## src/rtl/dacbank_pkg.sv

```systemverilog
package dacbank_pkg;
    localparam int BUS_W = 12;
    localparam int NCH   = 2;

    typedef enum logic {
        WS_IDLE = 1'b0,
        WS_HELD = 1'b1
    } wr_state_e;
endpackage

```

## src/rtl/dacbank_sync.sv

```systemverilog
module dacbank_sync #(
    parameter int             W    = 1,
    parameter logic [W-1:0]   INIT = '0
) (
    input  logic         clk,
    input  logic         rst_ni,
    input  logic [W-1:0] d,
    output logic [W-1:0] q
);
    logic [W-1:0] meta_q;
    logic [W-1:0] stab_q;

    always_ff @(posedge clk or negedge rst_ni) begin
        if (!rst_ni) begin
            meta_q <= INIT;
            stab_q <= INIT;
        end else begin
            meta_q <= d;
            stab_q <= meta_q;
        end
    end

    assign q = stab_q;
endmodule

```

## src/rtl/dacbank_wr_fsm.sv

```systemverilog
module dacbank_wr_fsm
    import dacbank_pkg::*;
(
    input  logic clk,
    input  logic rst_ni,
    input  logic cs_sync_n,
    output logic commit
);
    wr_state_e state_q;
    wr_state_e state_d;

    always_ff @(posedge clk or negedge rst_ni) begin
        if (!rst_ni) state_q <= WS_IDLE;
        else         state_q <= state_d;
    end

    always_comb begin
        state_d = state_q;
        commit  = 1'b0;
        unique case (state_q)
            WS_IDLE: begin
                if (!cs_sync_n) state_d = WS_HELD;
            end
            WS_HELD: begin
                if (cs_sync_n) begin
                    state_d = WS_IDLE;
                    commit  = 1'b1;
                end
            end
            default: state_d = WS_IDLE;
        endcase
    end

    // a commit lasts exactly one cycle
    p_commit_single_r2: assert property (@(posedge clk) disable iff (!rst_ni)
        commit |=> !commit);

    // a commit only follows a cycle in which chip-select was held low
    p_commit_after_low_r2: assert property (@(posedge clk) disable iff (!rst_ni)
        commit |-> $past(!cs_sync_n));
endmodule

```

## src/rtl/dacbank_chan.sv

```systemverilog
module dacbank_chan #(
    parameter int CODE_W = 12
) (
    input  logic              clk,
    input  logic              rst_ni,
    input  logic              wr,
    input  logic              ld,
    input  logic [CODE_W-1:0] d,
    output logic [CODE_W-1:0] dac
);
    logic [CODE_W-1:0] stage_q;
    logic [CODE_W-1:0] dac_q;

    always_ff @(posedge clk or negedge rst_ni) begin
        if (!rst_ni) begin
            stage_q <= '0;
        end else if (wr) begin
            stage_q <= d;
        end
    end

    always_ff @(posedge clk or negedge rst_ni) begin
        if (!rst_ni) begin
            dac_q <= '0;
        end else if (ld) begin
            dac_q <= wr ? d : stage_q;
        end
    end

    assign dac = dac_q;

    // a commit captures the bus value
    p_stage_capture_r2: assert property (@(posedge clk) disable iff (!rst_ni)
        wr |=> (stage_q == $past(d)));

    // without a commit the staging register holds
    p_stage_hold_r2: assert property (@(posedge clk) disable iff (!rst_ni)
        !wr |=> $stable(stage_q));

    // a load without a commit copies the staging register
    p_load_copy_r3: assert property (@(posedge clk) disable iff (!rst_ni)
        (ld && !wr) |=> (dac_q == $past(stage_q)));

    // without a load the DAC register holds
    p_dac_hold_r3: assert property (@(posedge clk) disable iff (!rst_ni)
        !ld |=> $stable(dac_q));

    // a load and a commit together forward the bus value
    p_forward_r8: assert property (@(posedge clk) disable iff (!rst_ni)
        (ld && wr) |=> (dac_q == $past(d)));
endmodule

```

## src/rtl/dual_dac_regbank.sv

```systemverilog
module dual_dac_regbank
    import dacbank_pkg::*;
#(
    parameter int CODE_W = 12
) (
    input  logic              clk,
    input  logic              rst_n,
    input  logic              wr_n,
    input  logic              ch_sel,
    input  logic [BUS_W-1:0]  din,
    input  logic              ld_a_n,
    input  logic              ld_b_n,
    input  logic              pdn_n,
    output logic [CODE_W-1:0] code_a,
    output logic [CODE_W-1:0] code_b,
    output logic              drive_a,
    output logic              drive_b
);
    localparam int STRB_W = NCH + 1;

    logic              rst_i_n;
    logic [STRB_W-1:0] strb_raw;
    logic [STRB_W-1:0] strb_s;
    logic              commit;
    logic [NCH-1:0]    ld_s;
    logic [NCH-1:0]    wr_vec;
    logic [CODE_W-1:0] dac_q [NCH];

    dacbank_sync #(.W(1), .INIT(1'b0)) u_rst_sync (
        .clk    (clk),
        .rst_ni (rst_n),
        .d      (1'b1),
        .q      (rst_i_n)
    );

    assign strb_raw = {ld_b_n, ld_a_n, wr_n};

    dacbank_sync #(.W(STRB_W), .INIT({STRB_W{1'b1}})) u_strb_sync (
        .clk    (clk),
        .rst_ni (rst_i_n),
        .d      (strb_raw),
        .q      (strb_s)
    );

    dacbank_wr_fsm u_wr_fsm (
        .clk       (clk),
        .rst_ni    (rst_i_n),
        .cs_sync_n (strb_s[0]),
        .commit    (commit)
    );

    assign ld_s = ~strb_s[STRB_W-1:1];

    for (genvar ch = 0; ch < NCH; ch++) begin : g_chan
        assign wr_vec[ch] = commit && (ch_sel == 1'(ch));

        dacbank_chan #(.CODE_W(CODE_W)) u_chan (
            .clk    (clk),
            .rst_ni (rst_i_n),
            .wr     (wr_vec[ch]),
            .ld     (ld_s[ch]),
            .d      (din[CODE_W-1:0]),
            .dac    (dac_q[ch])
        );
    end

    assign code_a  = dac_q[0];
    assign code_b  = dac_q[1];
    assign drive_a = pdn_n;
    assign drive_b = pdn_n;

    // reset held means both codes are zero-scale
    p_reset_zero_r5: assert property (@(posedge clk)
        !rst_n |-> (code_a == '0 && code_b == '0));

    // internal release comes two sampled edges after the pin rises
    p_release_latency_r10: assert property (@(posedge clk) disable iff (!rst_n)
        $rose(rst_i_n) |-> ($past(rst_n) && $past(rst_n, 2)));

    // at most one channel receives a commit
    p_one_target_r2: assert property (@(posedge clk) disable iff (!rst_i_n)
        $onehot0(wr_vec));
endmodule

```

## config.mk

```make
export PLATFORM = sky130hd
export DESIGN_NAME = dual_dac_regbank
export DESIGN_NICKNAME = d
export VERILOG_FILES = /design/src/rtl/dacbank_pkg.sv /design/src/rtl/dacbank_sync.sv /design/src/rtl/dacbank_wr_fsm.sv /design/src/rtl/dacbank_chan.sv /design/src/rtl/dual_dac_regbank.sv
export SDC_FILE = /design/constraint.sdc
export NUM_CORES = 1
export LEC_CHECK = 0
export BUFFER_PORTS_ARGS = -buffer_cell sky130_fd_sc_hd__buf_2
export CORE_ASPECT_RATIO = 0.7
export CORE_MARGIN = 3
export CORE_UTILIZATION = 48
export CTS_BUF_LIST = sky130_fd_sc_hd__clkbuf_8
export DETAILED_ROUTE_END_ITERATION = 8
export GPL_TIMING_DRIVEN = 0
export PLACE_DENSITY = 0.71
export SYNTH_ARGS = -nofsm -noshare
export SYNTH_HDL_FRONTEND = slang
export SYNTH_SLANG_ARGS = --single-unit
```

## constraint.sdc

```tcl
create_clock -name clk -period 3 [get_ports clk]
set_clock_uncertainty 0.2 [all_clocks]
set_input_delay 0.6 -clock clk [delete_from_list [all_inputs] [get_ports clk]]
set_output_delay 0.6 -clock clk [all_outputs]
set_load 0.02 [all_outputs]
```

==> impl_metrics.toml, run 1 <==
[status]
status = "completed"

[pwr]
irDropWorstVdd_uv = 413.5
leakagePower_nw = 1.383
power.total_mw = 1.853
p_per_area_nw_per_um2 = 676.2

[setup_path]
critPathMaxStageDelay_ns = 0.40
slowest_stage = "dfrtp_1"
crit_family = "flip-flops"
crit_path_end_kind = "primary output"
cp.depth = 1
cp_max_fo = 2
r2r_cells = 5
worstPathRequired_ns = 2.20
r2r_slack_ns = 1.51
start_kind = "register"
crit_type = "register to primary output"
critical_path_buf_inv_count = 1
arrival_ns = 0.89
cp_cell_sequence = "buf_2"

[timing]
tightestPinTransition_ns = 0.5413
drv_slew = 0
period_share_pct = 56.37
hold_viol_final = 0
rsz0062_at_grt = "false"
tns_ns = 0
final.min_clock_period_ns = 1.691
finalSetupViolCount = 0
max_freq_mhz = 591.4
slew-limit-headroom_pct = 63.91

[cts]
cts_buffers = 9
clockBufferDepth = 2
cts-root-buf = "clkbuf_8"
clk_pin_slew_ns = 0.06
post-cts-setup-buffer-count = 0
cts_hold_repair.buffers = 1
clkLatencyLatePin_ns = 0.33
h-tree-depth = 3
cts_tree = "done"
cts_resized = 0
numClockSinks = 57

[detailed_routing]
wl_per_cell_um = 14.16
drtIter0Drc = 112
firstDrtPassIters = 4
vias = 1680
antenna_left = 0
drc = 0
drt-total-wl_um = 4773
avgViaCountPerCell = 4.985

[synthesis]
syn_nets = 240
syn_inst = 221
netlist_area_um2 = 2245
yosysUniqueCellTypes = 17
ys.warnings.count = 0
syn_area_per_cell_um2 = 10.16
ys_ff_latch = 57
seq_area_frac_synth_pct = 63.88

[global_routing]
grt_pass1_vias = 1596
grt_util_all_layers_pct = 19.46
grt_first_pass_wirelength_um = 7886
antenna_found_initial = 0
grt-ovfl-total = 0
grt_max_degree = 33

[flow_run]
max_cap_viol_count = 0

[floorplanning]
design.die.area_um2 = 5546
die_h_um = 63.22
start_util_pct = 50.68
ios = 45
coreArea_um2 = 4429
rows = 20
die_x_um = 87.74

[layout]
drive_gt1_share_pct = 28.01
final_net_count = 296
areaGrowthSynthToFinish_pct = 22.07
n_antenna_cell = 0
final_common_cell = "nand2_1"
mostFrequentLayoutCells = "nand2_1 (72), dfrtp_1 (50), buf_2 (48)"

[place]
dpl.hpwl_um = 3322
gp_congestion = 0.7693
port_buffers = 43

[hold_path]
hold_class = "register to async pin"
synth_stat cells:
cell type / number / share of area (%)
a21oi_1: 44 / 9.8
a21oi_2: 4 / 1.6
and3_1: 1 / 0.28
and3b_1: 1 / 0.39
buf_2: 5 / 1.1
buf_4: 4 / 1.3
buf_6: 2 / 1.0
buf_8: 1 / 0.67
clkbuf_1: 2 / 0.33
conb_1: 1 / 0.17
dfrtp_1: 51 / 57
dfstp_2: 6 / 7.0
inv_1: 1 / 0.17
nand2_1: 72 / 12
nand3_1: 1 / 0.22
nand3b_1: 1 / 0.33
nor2b_1: 24 / 6.7
registers in the layout, summed over array words and instances, names as in the netlist:
register,count
g_chan.u_chan.dac,24
g_chan.u_chan.stage_q,24
u_strb_sync.q,3
u_wr_fsm.state_q,1
u_rst_sync.meta_q,1
u_strb_sync.meta_q,3
u_rst_sync.q,1
through the flow:
step	setup WS, ns	instances	utilization, %	hold slack (ns)	cell area, um^2
5_1_grt	1.272	337	61.86	0.1115	2740
2_1_floorplan	1.106	221	-	0.1044	2245
3_3_place_gp	0.4949	319	57.09	0.1347	2529
4_1_cts	1.299	337	61.86	0.07891	2740
6_report	1.309	337	61.86	0.05617	2740
3_5_place_dp	1.268	320	57.57	0.07488	2550
path summary, 6_finish.rpt:
| check | start | endpoint |
|---|---|---|
| setup / recovery | g_chan[1].u_chan.dac[8]$_DFFE_PN0N_ | code_b[8] |
| hold / removal | u_rst_sync.q$_DFF_PN0_ | g_chan[0].u_chan.dac[3]$_DFFE_PN0N_ |
| setup reg to reg | u_strb_sync.q[0]$_DFF_PN1_ | g_chan[1].u_chan.dac[5]$_DFFE_PN0N_ |
| hold reg to reg | u_rst_sync.q$_DFF_PN0_ | g_chan[0].u_chan.dac[3]$_DFFE_PN0N_ |
| max in group asynchronous | u_rst_sync.q$_DFF_PN0_ | u_strb_sync.meta_q[2]$_DFF_PN1_ |
| min in group clk | u_rst_sync.meta_q$_DFF_PN0_ | u_rst_sync.q$_DFF_PN0_ |
cell families after synthesis:
| logic type | synth area share (%) |
|---|---|
| AOI/OAI and AO/OA | 11.37 |
| buffers and inverters | 4.626 |
| DFF | 63.88 |
| other | 0.1671 |
| and+or+nand+nor | 19.96 |
metal layers:
layer,share of wire (%),global-route usage [%],vias up
met2,43,26.50,50
li1,-,-,825
met3,6.0,7.974,13
met4,2.3,8.621,0
met5,0,0,-
met1,49,27.05,792
area by class of cell:
cell class | instances | area [um^2]
Sequential cell | 57 | 1435
Timing Repair Buffer | 45 | 245.2
Inverter | 1 | 3.754
Buffer | 14 | 100.1
Tap cell | 55 | 68.82
Clock inverter | 4 | 15.01
Fill cell | 383 | 1689
Clock buffer | 12 | 165.2
Multi-Input combinational cell | 149 | 706.9
power by group:
part / total, mW / internal [mW] / switching, mW
clock network: 0.626 / 0.355 / 0.271
registers: 0.926 / 0.878 / 0.0479
logic: 0.301 / 0.109 / 0.192
Note: power is estimated with default switching activity, not from simulation.
==> run 2: changes to the inputs <==
clock period = 1.7 ns   (was 3 ns; I/O delays follow)
==> run 2 against run 1 <==
Net effect:
- utilization increased by 1.6 points
- cell area increased by 2.6%
- clock power increased by 150%
- critical path depth increased by 2
- global-route usage fell by 0.34 points
- critical path type is now register to register
==> impl_metrics.toml, run 2 (synthesis gave the netlist of run 1 again) <==
[layout]
layoutNonFillerInstCount = 339
final_net_count = 298
final_common_cell = "nand2_1"
drive_gt1_share_pct = 28.87
mostFrequentLayoutCells = "nand2_1 (72), dfrtp_1 (50), buf_2 (48)"
n_antenna_cell = 0
areaGrowthSynthToFinish_pct = 25.31

[global_routing]
use_met3_pct = 8.627
busiest_layer = "met1"
antenna_found_initial = 0
grt_pass1_vias = 1619
grt-ovfl-total = 0
grt_first_pass_wirelength_um = 7790
grt_util_all_layers_pct = 19.12
grt_max_degree = 56
use_met2_pct = 25.75
met1_usage_pct = 27.18

[detailed_routing]
drtIter0Drc = 47
drt-total-wl_um = 4780
vias = 1639
drc = 0
antenna_left = 0
avgViaCountPerCell = 4.835
wl_per_cell_um = 14.10
firstDrtPassIters = 6

[timing]
tightestPinTransition_ns = 1.186
slew-limit-headroom_pct = 20.96
rsz0062_at_grt = "false"
whs_ns = 0.05661
worst_slack_ns = 0.1836
drv_slew = 0
tns_ns = 0
final.min_clock_period_ns = 1.516
hold_viol_final = 0
max_freq_mhz = 659.5
finalSetupViolCount = 0
period_share_pct = 89.20

[floorplanning]
start_util_pct = 50.68
die_x_um = 87.74
rows = 20
die_h_um = 63.22
ios = 45
design.die.area_um2 = 5546
coreArea_um2 = 4429

[setup_path]
worstPathRequired_ns = 1.73
r2r_cells = 3
r2r-end = "g_chan[1].u_chan.dac[5]$_DFFE_PN0N_"
slowest_stage = "dfstp_2"
r2r_start = "u_strb_sync.q[2]$_DFF_PN1_"
cp_cell_sequence = "clkbuf_1 > nor2b_1 > a21oi_1"
r2r_slack_ns = 0.18
crit_type = "register to register"
critical_path_buf_inv_count = 1
arrival_ns = 1.54
crit_family = "flip-flops"
crit_path_end_kind = "register"
cp_max_fo = 10
start_kind = "register"
critPathMaxStageDelay_ns = 0.57

[status]
status = "completed"

[pwr]
power.total_mw = 3.703
irDropWorstVdd_uv = 612.2
p_per_area_nw_per_um2 = 1316
leakagePower_nw = 1.394

[place]
place_inst = 319
dpl.hpwl_um = 3146
gp_congestion = 0.7446
port_buffers = 43
pre_cts_ws_ns = 0.1787

[cts]
numClockSinks = 57
cts_resized = 0
clkLatencyLatePin_ns = 0.33
h-tree-depth = 3
clockBufferDepth = 2
cts_buffers = 9
clk_pin_slew_ns = 0.08
cts-root-buf = "clkbuf_8"
cts_tree = "done"

[hold_path]
holdPathStages = 3
hold_class = "input port to register"
hp-start = "din[7]"
whs_endpoint = "g_chan[1].u_chan.stage_q[7]$_DFF_PN0_"

[flow_run]
max_cap_viol_count = 0
==> run 2: cell types whose count changed in the layout (fill, tap and decap cells not counted), moves of 2 or more <==
cell	previous run	this run
bufinv_16	0	3
clkinvlp_4	0	2
clkbuf_8	12	9
dlygate4sd3_1	1	4
inv_1	5	1
==> run 2: how the worst max path moves through the flow <==
| stage | startpoint | endpoint | slack (ns) | cells past startpoint |
|---|---|---|---|---|
| 2_1_floorplan | u_strb_sync.q[0]$_DFF_PN1_ | g_chan[0].u_chan.dac[10]$_DFFE_PN0N_ | 0.32 | 5 |
| 4_1_cts | u_rst_sync.q$_DFF_PN0_ | g_chan[0].u_chan.dac[3]$_DFFE_PN0N_ | 0.17 | 0 |
| 3_5_place_dp | u_rst_sync.q$_DFF_PN0_ | g_chan[0].u_chan.dac[5]$_DFFE_PN0N_ | 0.18 | 0 |
| 6_report | u_strb_sync.q[2]$_DFF_PN1_ | g_chan[1].u_chan.dac[5]$_DFFE_PN0N_ | 0.18 | 3 |
| 3_3_place_gp | u_rst_sync.q$_DFF_PN0_ | g_chan[0].u_chan.dac[5]$_DFFE_PN0N_ | 0.19 | 0 |
| 5_1_grt | u_rst_sync.q$_DFF_PN0_ | g_chan[0].u_chan.stage_q[3]$_DFF_PN0_ | 0.05 | 0 |
==> run 2: worst register-to-register path, cell delays in order, from the launching register on <==
cell and delay, ns:
dfstp_2 0.57, clkbuf_1 0.36, nor2b_1 0.22, a21oi_1 0.06
==> run 2: area by class of cell <==
| class | count | area [um^2] |
|---|---|---|
| Clock inverter | 7 | 118.9 |
| Clock buffer | 9 | 123.9 |
| Tap cell | 55 | 68.82 |
| Fill cell | 388 | 1617 |
| Buffer | 14 | 100.1 |
| Inverter | 1 | 3.754 |
| Timing Repair Buffer | 47 | 255.2 |
| Multi-Input combinational cell | 149 | 706.9 |
| Sequential cell | 57 | 1435 |
==> run 2: routing by layer <==
| layer | part of all wire, % | wire length [um] |
|---|---|---|
| met1 | 51 | 2447 |
| met2 | 43 | 2035 |
| met3 | 5.3 | 252 |
| met4 | 0.92 | 44 |
| met5 | 0 | 0 |
==> run 2: metrics by stage <==
step	util (%)	cell area, um^2
after floorplan	-	2246
after global placement	57.12	2530
after detailed placement	57.12	2530
after CTS	63.50	2813
after global routing	63.50	2813
final	63.50	2813
==> run 2: where the power goes <==
group          leakage (nW)  internal (mW)  switching, mW
logic                 0.602          0.193          0.325
clock network         0.115          0.972          0.568
registers             0.677           1.55         0.0971
==> run 2: repair_timing <==
action / in CTS / in global routing
hold endpoints to repair: 5 / 0
setup buffers: 0 / 0
hold buffers: 4 / 0
